### src/rtl/seg_bcast_pkg.sv
package seg_bcast_pkg;
  typedef enum logic [1:0] {
    ROLE_RELAY  = 2'd0,
    ROLE_SRC    = 2'd1,
    ROLE_BLOCK  = 2'd2,
    ROLE_PORTAL = 2'd3
  } role_e;

  localparam logic MODE_FLOOD = 1'b0;
  localparam logic MODE_PIN   = 1'b1;
endpackage

### src/rtl/seg_bcast_lscan.sv
// Left-to-right pass: first source seen since the segment start.
module seg_bcast_lscan
  import seg_bcast_pkg::*;
#(
  parameter int N_CELLS = 8,
  parameter int DATA_W  = 8
) (
  input  logic [N_CELLS-1:0][1:0]        role,
  input  logic [N_CELLS-1:0]             mode,
  input  logic [N_CELLS-1:0][DATA_W-1:0] data,
  output logic [N_CELLS-1:0]             l_hit,
  output logic [N_CELLS-1:0]             l_multi,
  output logic [N_CELLS-1:0]             l_mode,
  output logic [N_CELLS-1:0][DATA_W-1:0] l_data
);
  for (genvar i = 0; i < N_CELLS; i++) begin : g_cell
    logic              p_hit, p_multi, p_mode;
    logic [DATA_W-1:0] p_data;
    logic              is_blk, is_src;

    if (i == 0) begin : g_edge
      assign p_hit   = 1'b0;
      assign p_multi = 1'b0;
      assign p_mode  = 1'b0;
      assign p_data  = '0;
    end else begin : g_chain
      assign p_hit   = l_hit[i-1];
      assign p_multi = l_multi[i-1];
      assign p_mode  = l_mode[i-1];
      assign p_data  = l_data[i-1];
    end

    assign is_blk     = (role[i] == ROLE_BLOCK);
    assign is_src     = (role[i] == ROLE_SRC);
    assign l_hit[i]   = !is_blk && (p_hit || is_src);
    assign l_multi[i] = !is_blk && (p_multi || (p_hit && is_src));
    assign l_mode[i]  = p_hit ? p_mode : mode[i];
    assign l_data[i]  = p_hit ? p_data : data[i];
  end
endmodule

### src/rtl/seg_bcast_rscan.sv
// Right-to-left pass: spreads each segment's final result to all its cells.
module seg_bcast_rscan
  import seg_bcast_pkg::*;
#(
  parameter int N_CELLS = 8,
  parameter int DATA_W  = 8
) (
  input  logic [N_CELLS-1:0][1:0]        role,
  input  logic [N_CELLS-1:0]             l_hit,
  input  logic [N_CELLS-1:0]             l_multi,
  input  logic [N_CELLS-1:0]             l_mode,
  input  logic [N_CELLS-1:0][DATA_W-1:0] l_data,
  output logic [N_CELLS-1:0]             s_hit,
  output logic [N_CELLS-1:0]             s_multi,
  output logic [N_CELLS-1:0]             s_mode,
  output logic [N_CELLS-1:0][DATA_W-1:0] s_data
);
  for (genvar i = 0; i < N_CELLS; i++) begin : g_cell
    logic is_blk;
    assign is_blk = (role[i] == ROLE_BLOCK);

    if (i == N_CELLS - 1) begin : g_last
      assign s_hit[i]   = !is_blk && l_hit[i];
      assign s_multi[i] = !is_blk && l_multi[i];
      assign s_mode[i]  = l_mode[i];
      assign s_data[i]  = l_data[i];
    end else begin : g_mid
      logic seg_end;
      assign seg_end    = (role[i+1] == ROLE_BLOCK);
      assign s_hit[i]   = !is_blk && (seg_end ? l_hit[i]   : s_hit[i+1]);
      assign s_multi[i] = !is_blk && (seg_end ? l_multi[i] : s_multi[i+1]);
      assign s_mode[i]  = seg_end ? l_mode[i] : s_mode[i+1];
      assign s_data[i]  = seg_end ? l_data[i] : s_data[i+1];
    end
  end
endmodule

### src/rtl/seg_bcast_deliver.sv
// Per-cell capture stage: decides who takes the value and registers it.
module seg_bcast_deliver
  import seg_bcast_pkg::*;
#(
  parameter int N_CELLS = 8,
  parameter int DATA_W  = 8
) (
  input  logic                           clk,
  input  logic                           rst,
  input  logic [N_CELLS-1:0][1:0]        role,
  input  logic [N_CELLS-1:0]             s_hit,
  input  logic [N_CELLS-1:0]             s_multi,
  input  logic [N_CELLS-1:0]             s_mode,
  input  logic [N_CELLS-1:0][DATA_W-1:0] s_data,
  output logic [N_CELLS-1:0][DATA_W-1:0] q_data,
  output logic [N_CELLS-1:0]             q_valid,
  output logic [N_CELLS-1:0]             q_conflict
);
  logic [N_CELLS-1:0] take;

  for (genvar i = 0; i < N_CELLS; i++) begin : g_cell
    assign take[i] = s_hit[i] &&
                     ((s_mode[i] == MODE_FLOOD) || (role[i] == ROLE_PORTAL));

    always_ff @(posedge clk) begin
      if (rst) begin
        q_data[i]     <= '0;
        q_valid[i]    <= 1'b0;
        q_conflict[i] <= 1'b0;
      end else begin
        q_valid[i]    <= take[i];
        q_conflict[i] <= s_multi[i];
        if (take[i]) q_data[i] <= s_data[i];
      end
    end
  end
endmodule

### src/rtl/seg_bcast_row.sv
module seg_bcast_row
  import seg_bcast_pkg::*;
#(
  parameter int N_CELLS = 8,
  parameter int DATA_W  = 8
) (
  input  logic                        clk,
  input  logic                        rst,
  input  logic [2*N_CELLS-1:0]        cell_role,
  input  logic [N_CELLS-1:0]          cell_mode,
  input  logic [DATA_W*N_CELLS-1:0]   cell_data,
  output logic [DATA_W*N_CELLS-1:0]   rx_data,
  output logic [N_CELLS-1:0]          rx_valid,
  output logic [N_CELLS-1:0]          rx_conflict
);
  logic [N_CELLS-1:0][1:0]        role;
  logic [N_CELLS-1:0][DATA_W-1:0] data;
  logic [N_CELLS-1:0][DATA_W-1:0] q_data;

  logic [N_CELLS-1:0]             l_hit, l_multi, l_mode;
  logic [N_CELLS-1:0][DATA_W-1:0] l_data;
  logic [N_CELLS-1:0]             s_hit, s_multi, s_mode;
  logic [N_CELLS-1:0][DATA_W-1:0] s_data;

  assign role    = cell_role;
  assign data    = cell_data;
  assign rx_data = q_data;

  seg_bcast_lscan #(.N_CELLS(N_CELLS), .DATA_W(DATA_W)) u_lscan (
    .role(role), .mode(cell_mode), .data(data),
    .l_hit(l_hit), .l_multi(l_multi), .l_mode(l_mode), .l_data(l_data)
  );

  seg_bcast_rscan #(.N_CELLS(N_CELLS), .DATA_W(DATA_W)) u_rscan (
    .role(role),
    .l_hit(l_hit), .l_multi(l_multi), .l_mode(l_mode), .l_data(l_data),
    .s_hit(s_hit), .s_multi(s_multi), .s_mode(s_mode), .s_data(s_data)
  );

  seg_bcast_deliver #(.N_CELLS(N_CELLS), .DATA_W(DATA_W)) u_deliver (
    .clk(clk), .rst(rst), .role(role),
    .s_hit(s_hit), .s_multi(s_multi), .s_mode(s_mode), .s_data(s_data),
    .q_data(q_data), .q_valid(rx_valid), .q_conflict(rx_conflict)
  );
endmodule

### config.mk
export PLATFORM = sky130hd
export DESIGN_NAME = seg_bcast_row
export DESIGN_NICKNAME = d
export VERILOG_FILES = /design/src/rtl/seg_bcast_pkg.sv /design/src/rtl/seg_bcast_lscan.sv /design/src/rtl/seg_bcast_rscan.sv /design/src/rtl/seg_bcast_deliver.sv /design/src/rtl/seg_bcast_row.sv
export SDC_FILE = /design/constraint.sdc
export NUM_CORES = 1
export LEC_CHECK = 0
export ABC_AREA = 1
export CORE_MARGIN = 2
export CORE_UTILIZATION = 38
export DETAILED_ROUTE_END_ITERATION = 16
export SYNTH_ARGS = -nofsm -noshare
export SYNTH_HDL_FRONTEND = slang
export SYNTH_HIERARCHICAL = 1
export SYNTH_SLANG_ARGS = --single-unit
### constraint.sdc
create_clock -name clk -period 5 [get_ports clk]
set_input_delay 1 -clock clk [delete_from_list [all_inputs] [get_ports clk]]
set_output_delay 1 -clock clk [all_outputs]
set_load 0.02 [all_outputs]
==> impl_metrics.env <==
export IMPL_cts_tree="built"
export IMPL_cts_resized=0
export IMPL_clkLatencyLatePin_ns=0.36
export IMPL_grt_pass1_vias=6244
export IMPL_final_common_cell="nand2_1"
export IMPL_cts_buffers=9
export IMPL_wl_met1_mm=9.93
export IMPL_fin_crit_ns=4.17
export IMPL_syn_area_sq_um=7200
export IMPL_crit_type="in2reg"
export IMPL_nets=1291
export IMPL_drtIter0Drc=469
export IMPL_clkTransAtPathRegs_ns=0.07
export IMPL_ir_worst_vdd_v=0.000206
export IMPL_drv_slew=0
export IMPL_hold_viol=0
export IMPL_postSynthCellCount=1107
export IMPL_grt_pass1_wl_mm=32.9
export IMPL_slew_headroom_pct=60.6
export IMPL_routed_top_layer="met4"
export IMPL_viasPerCell=4.71
export IMPL_gr_usage_all_layers_pct=20.9
export IMPL_tightest_slew_ns=0.590
export IMPL_place_ws_ns=0.473
export IMPL_wl_met3_um=922
export IMPL_h_tree_depth=3
export IMPL_start_kind="primary input"
export IMPL_die_h_um=142
export IMPL_wl_per_cell_um=14.4
export IMPL_diodes=0
export IMPL_cp_max_fo=17
export IMPL_drv_cap=0
export IMPL_drc=0
export IMPL_instances_no_fill=1440
export IMPL_rsz0062_at_grt="no"
export IMPL_num_vias=6779
export IMPL_initial_core_util_pct=38.6
export IMPL_cp_end_kind="flip-flop"
export IMPL_die_w_um=142
export IMPL_powerDensity_nw_per_um2=308
export IMPL_synth_seq_cells=80
export IMPL_coreArea_sq_um=18600
export IMPL_fmax_mhz=240
export IMPL_ant_nets=0
export IMPL_clock_skew_ns=0
export IMPL_grt_overflow_total=0
export IMPL_holdBufCountCts=0
export IMPL_wl_met2_mm=9.73
export IMPL_syn_to_final_growth_pct=21.9
export IMPL_drtPass1Iterations=5
export IMPL_syn_area_per_cell_sq_um=6.50
export IMPL_hp_class="reg2reg"
export IMPL_cts_sinks=80
export IMPL_die_area_sq_um=20100
export IMPL_p_leak_uw=0.00448
export IMPL_dp_hpwl_mm=16.3
export IMPL_antenna_found_initial=0
export IMPL_cts_root_buf="clkbuf_16"
export IMPL_setup_viol=0
export IMPL_layout_common_cells="281 x nand2_1, 169 x clkdlybuf4s50_1, 150 x inv_1"
export IMPL_gp_congestion=0.893
export IMPL_setup_slack_ns=0.834
export IMPL_yosysUniqueCellTypes=31
export IMPL_pin_count=170
export IMPL_post_cts_setup_buffer_count=0
export IMPL_port_buffers=169
export IMPL_yosysSeqAreaShare_pct=22.3
export IMPL_max_clock_path_buffers=2
export IMPL_required_ns=5.26
export IMPL_placementRows=50
export IMPL_fillers=1988
export IMPL_place_inst=1424
export IMPL_outcome="complete, no violations"
export IMPL_period_share_pct=83.3
export IMPL_grt_max_degree=65
export IMPL_postSynthNetCount=1197
export IMPL_drive_gt1_share_pct=16.9
export IMPL_synth_warnings=6
export IMPL_tns_ns=0
export IMPL_routed_wl_mm=20.8
export IMPL_arrival_ns=4.42
[path summary, 6_finish.rpt]
kind | from | depth (start not counted) | slack, ns | end
worst max-delay path | cell_role[3] | 26 | 0.83 | u_deliver/q_data[2]
worst min-delay path | u_deliver/q_data[47] | 2 | 0.48 | u_deliver/q_data[47]
worst max register to register | u_deliver/q_data[26] | 2 | 4.39 | u_deliver/q_data[26]
worst min register to register | u_deliver/q_data[47] | 2 | 0.48 | u_deliver/q_data[47]
[registers in the layout, indices dropped and copies added, names as in the netlist]
signal                cells
u_deliver/q_data         64
u_deliver/q_conflict      8
u_deliver/q_valid         8
[cells by family after synthesis]
family / count (synthesis) / synth area share (%)
other: 1 / 0.0521
AO/OA/AOI/OAI: 73 / 5.16
flip-flops: 80 / 22.3
AND/OR/NAND/NOR: 696 / 52.4
buffers and inverters: 257 / 20.1
[power by group]
group	leakage [uW]	total (uW)	switching [uW]	internal, uW
Combinational	0.00365	1130	673	454
Clock	0.000176	817	316	501
Sequential	0.000659	759	40.5	718
[layout make-up]
| type | instances | area, sq um | share of cell area [%] |
|---|---|---|---|
| clock inverter | 7 | 133 | 1.51 |
| multi-input combinational | 770 | 4150 | 47.3 |
| tap | 234 | 293 | 3.34 |
| sequential | 80 | 1600 | 18.3 |
| inverter | 163 | 622 | 7.09 |
| timing repair buffer | 177 | 1750 | 20.0 |
| clock buffer | 9 | 225 | 2.57 |
[worst max-delay path, cell delays in order]
cell	delay (ns)
clkdlybuf4s50_1	0.57
inv_1	0.09
nand2_2	0.21
nand2_4	0.08
nand3_4	0.16
nand3_4	0.12
nand3_4	0.16
nand2_2	0.07
nand2_1	0.08
nand2_2	0.19
inv_2	0.20
nand2_1	0.10
nand3_2	0.07
nand2_1	0.10
nand2_2	0.10
nand3_2	0.09
nand3_2	0.10
nand3_2	0.09
nand3_2	0.11
nand3_2	0.08
nand3_1	0.09
nand2_1	0.12
nand2_4	0.20
nand3_1	0.11
nand2_1	0.07
nor2_1	0.04
[synth_stat cells (all sizes together)]
library cell  count  area, sq um
clkbuf            6         26.3
conb              1         3.75
o21a              1         7.51
or2              34          215
bufbuf            1         18.8
nand2           337         1490
and2             27          169
nand3           197         1470
inv             163          622
dfxtp            80         1600
a21oi            72          364
nand3b            9         67.6
nor2             92          360
buf              87          778
[through the flow]
stage          hold slack (ns)  cell area (sq um)  power (uW)  utilization [%]
6_report                 0.480               8770        2700             47.1
3_3_place_gp             0.462               8420        1890             45.1
5_1_grt                  0.497               8770        2870             47.1
4_1_cts                  0.486               8770        2730             47.1
2_1_floorplan            0.573               7200        1610                -
3_5_place_dp             0.471               8420        1900             45.1
[layer usage]
layer	vias up	GRT usage, %
li1	3556	-
met1	3062	28.9
met2	147	34.2
met3	14	3.21
met4	0	4.89
met5	-	0
(Power assumes the default switching activity.)
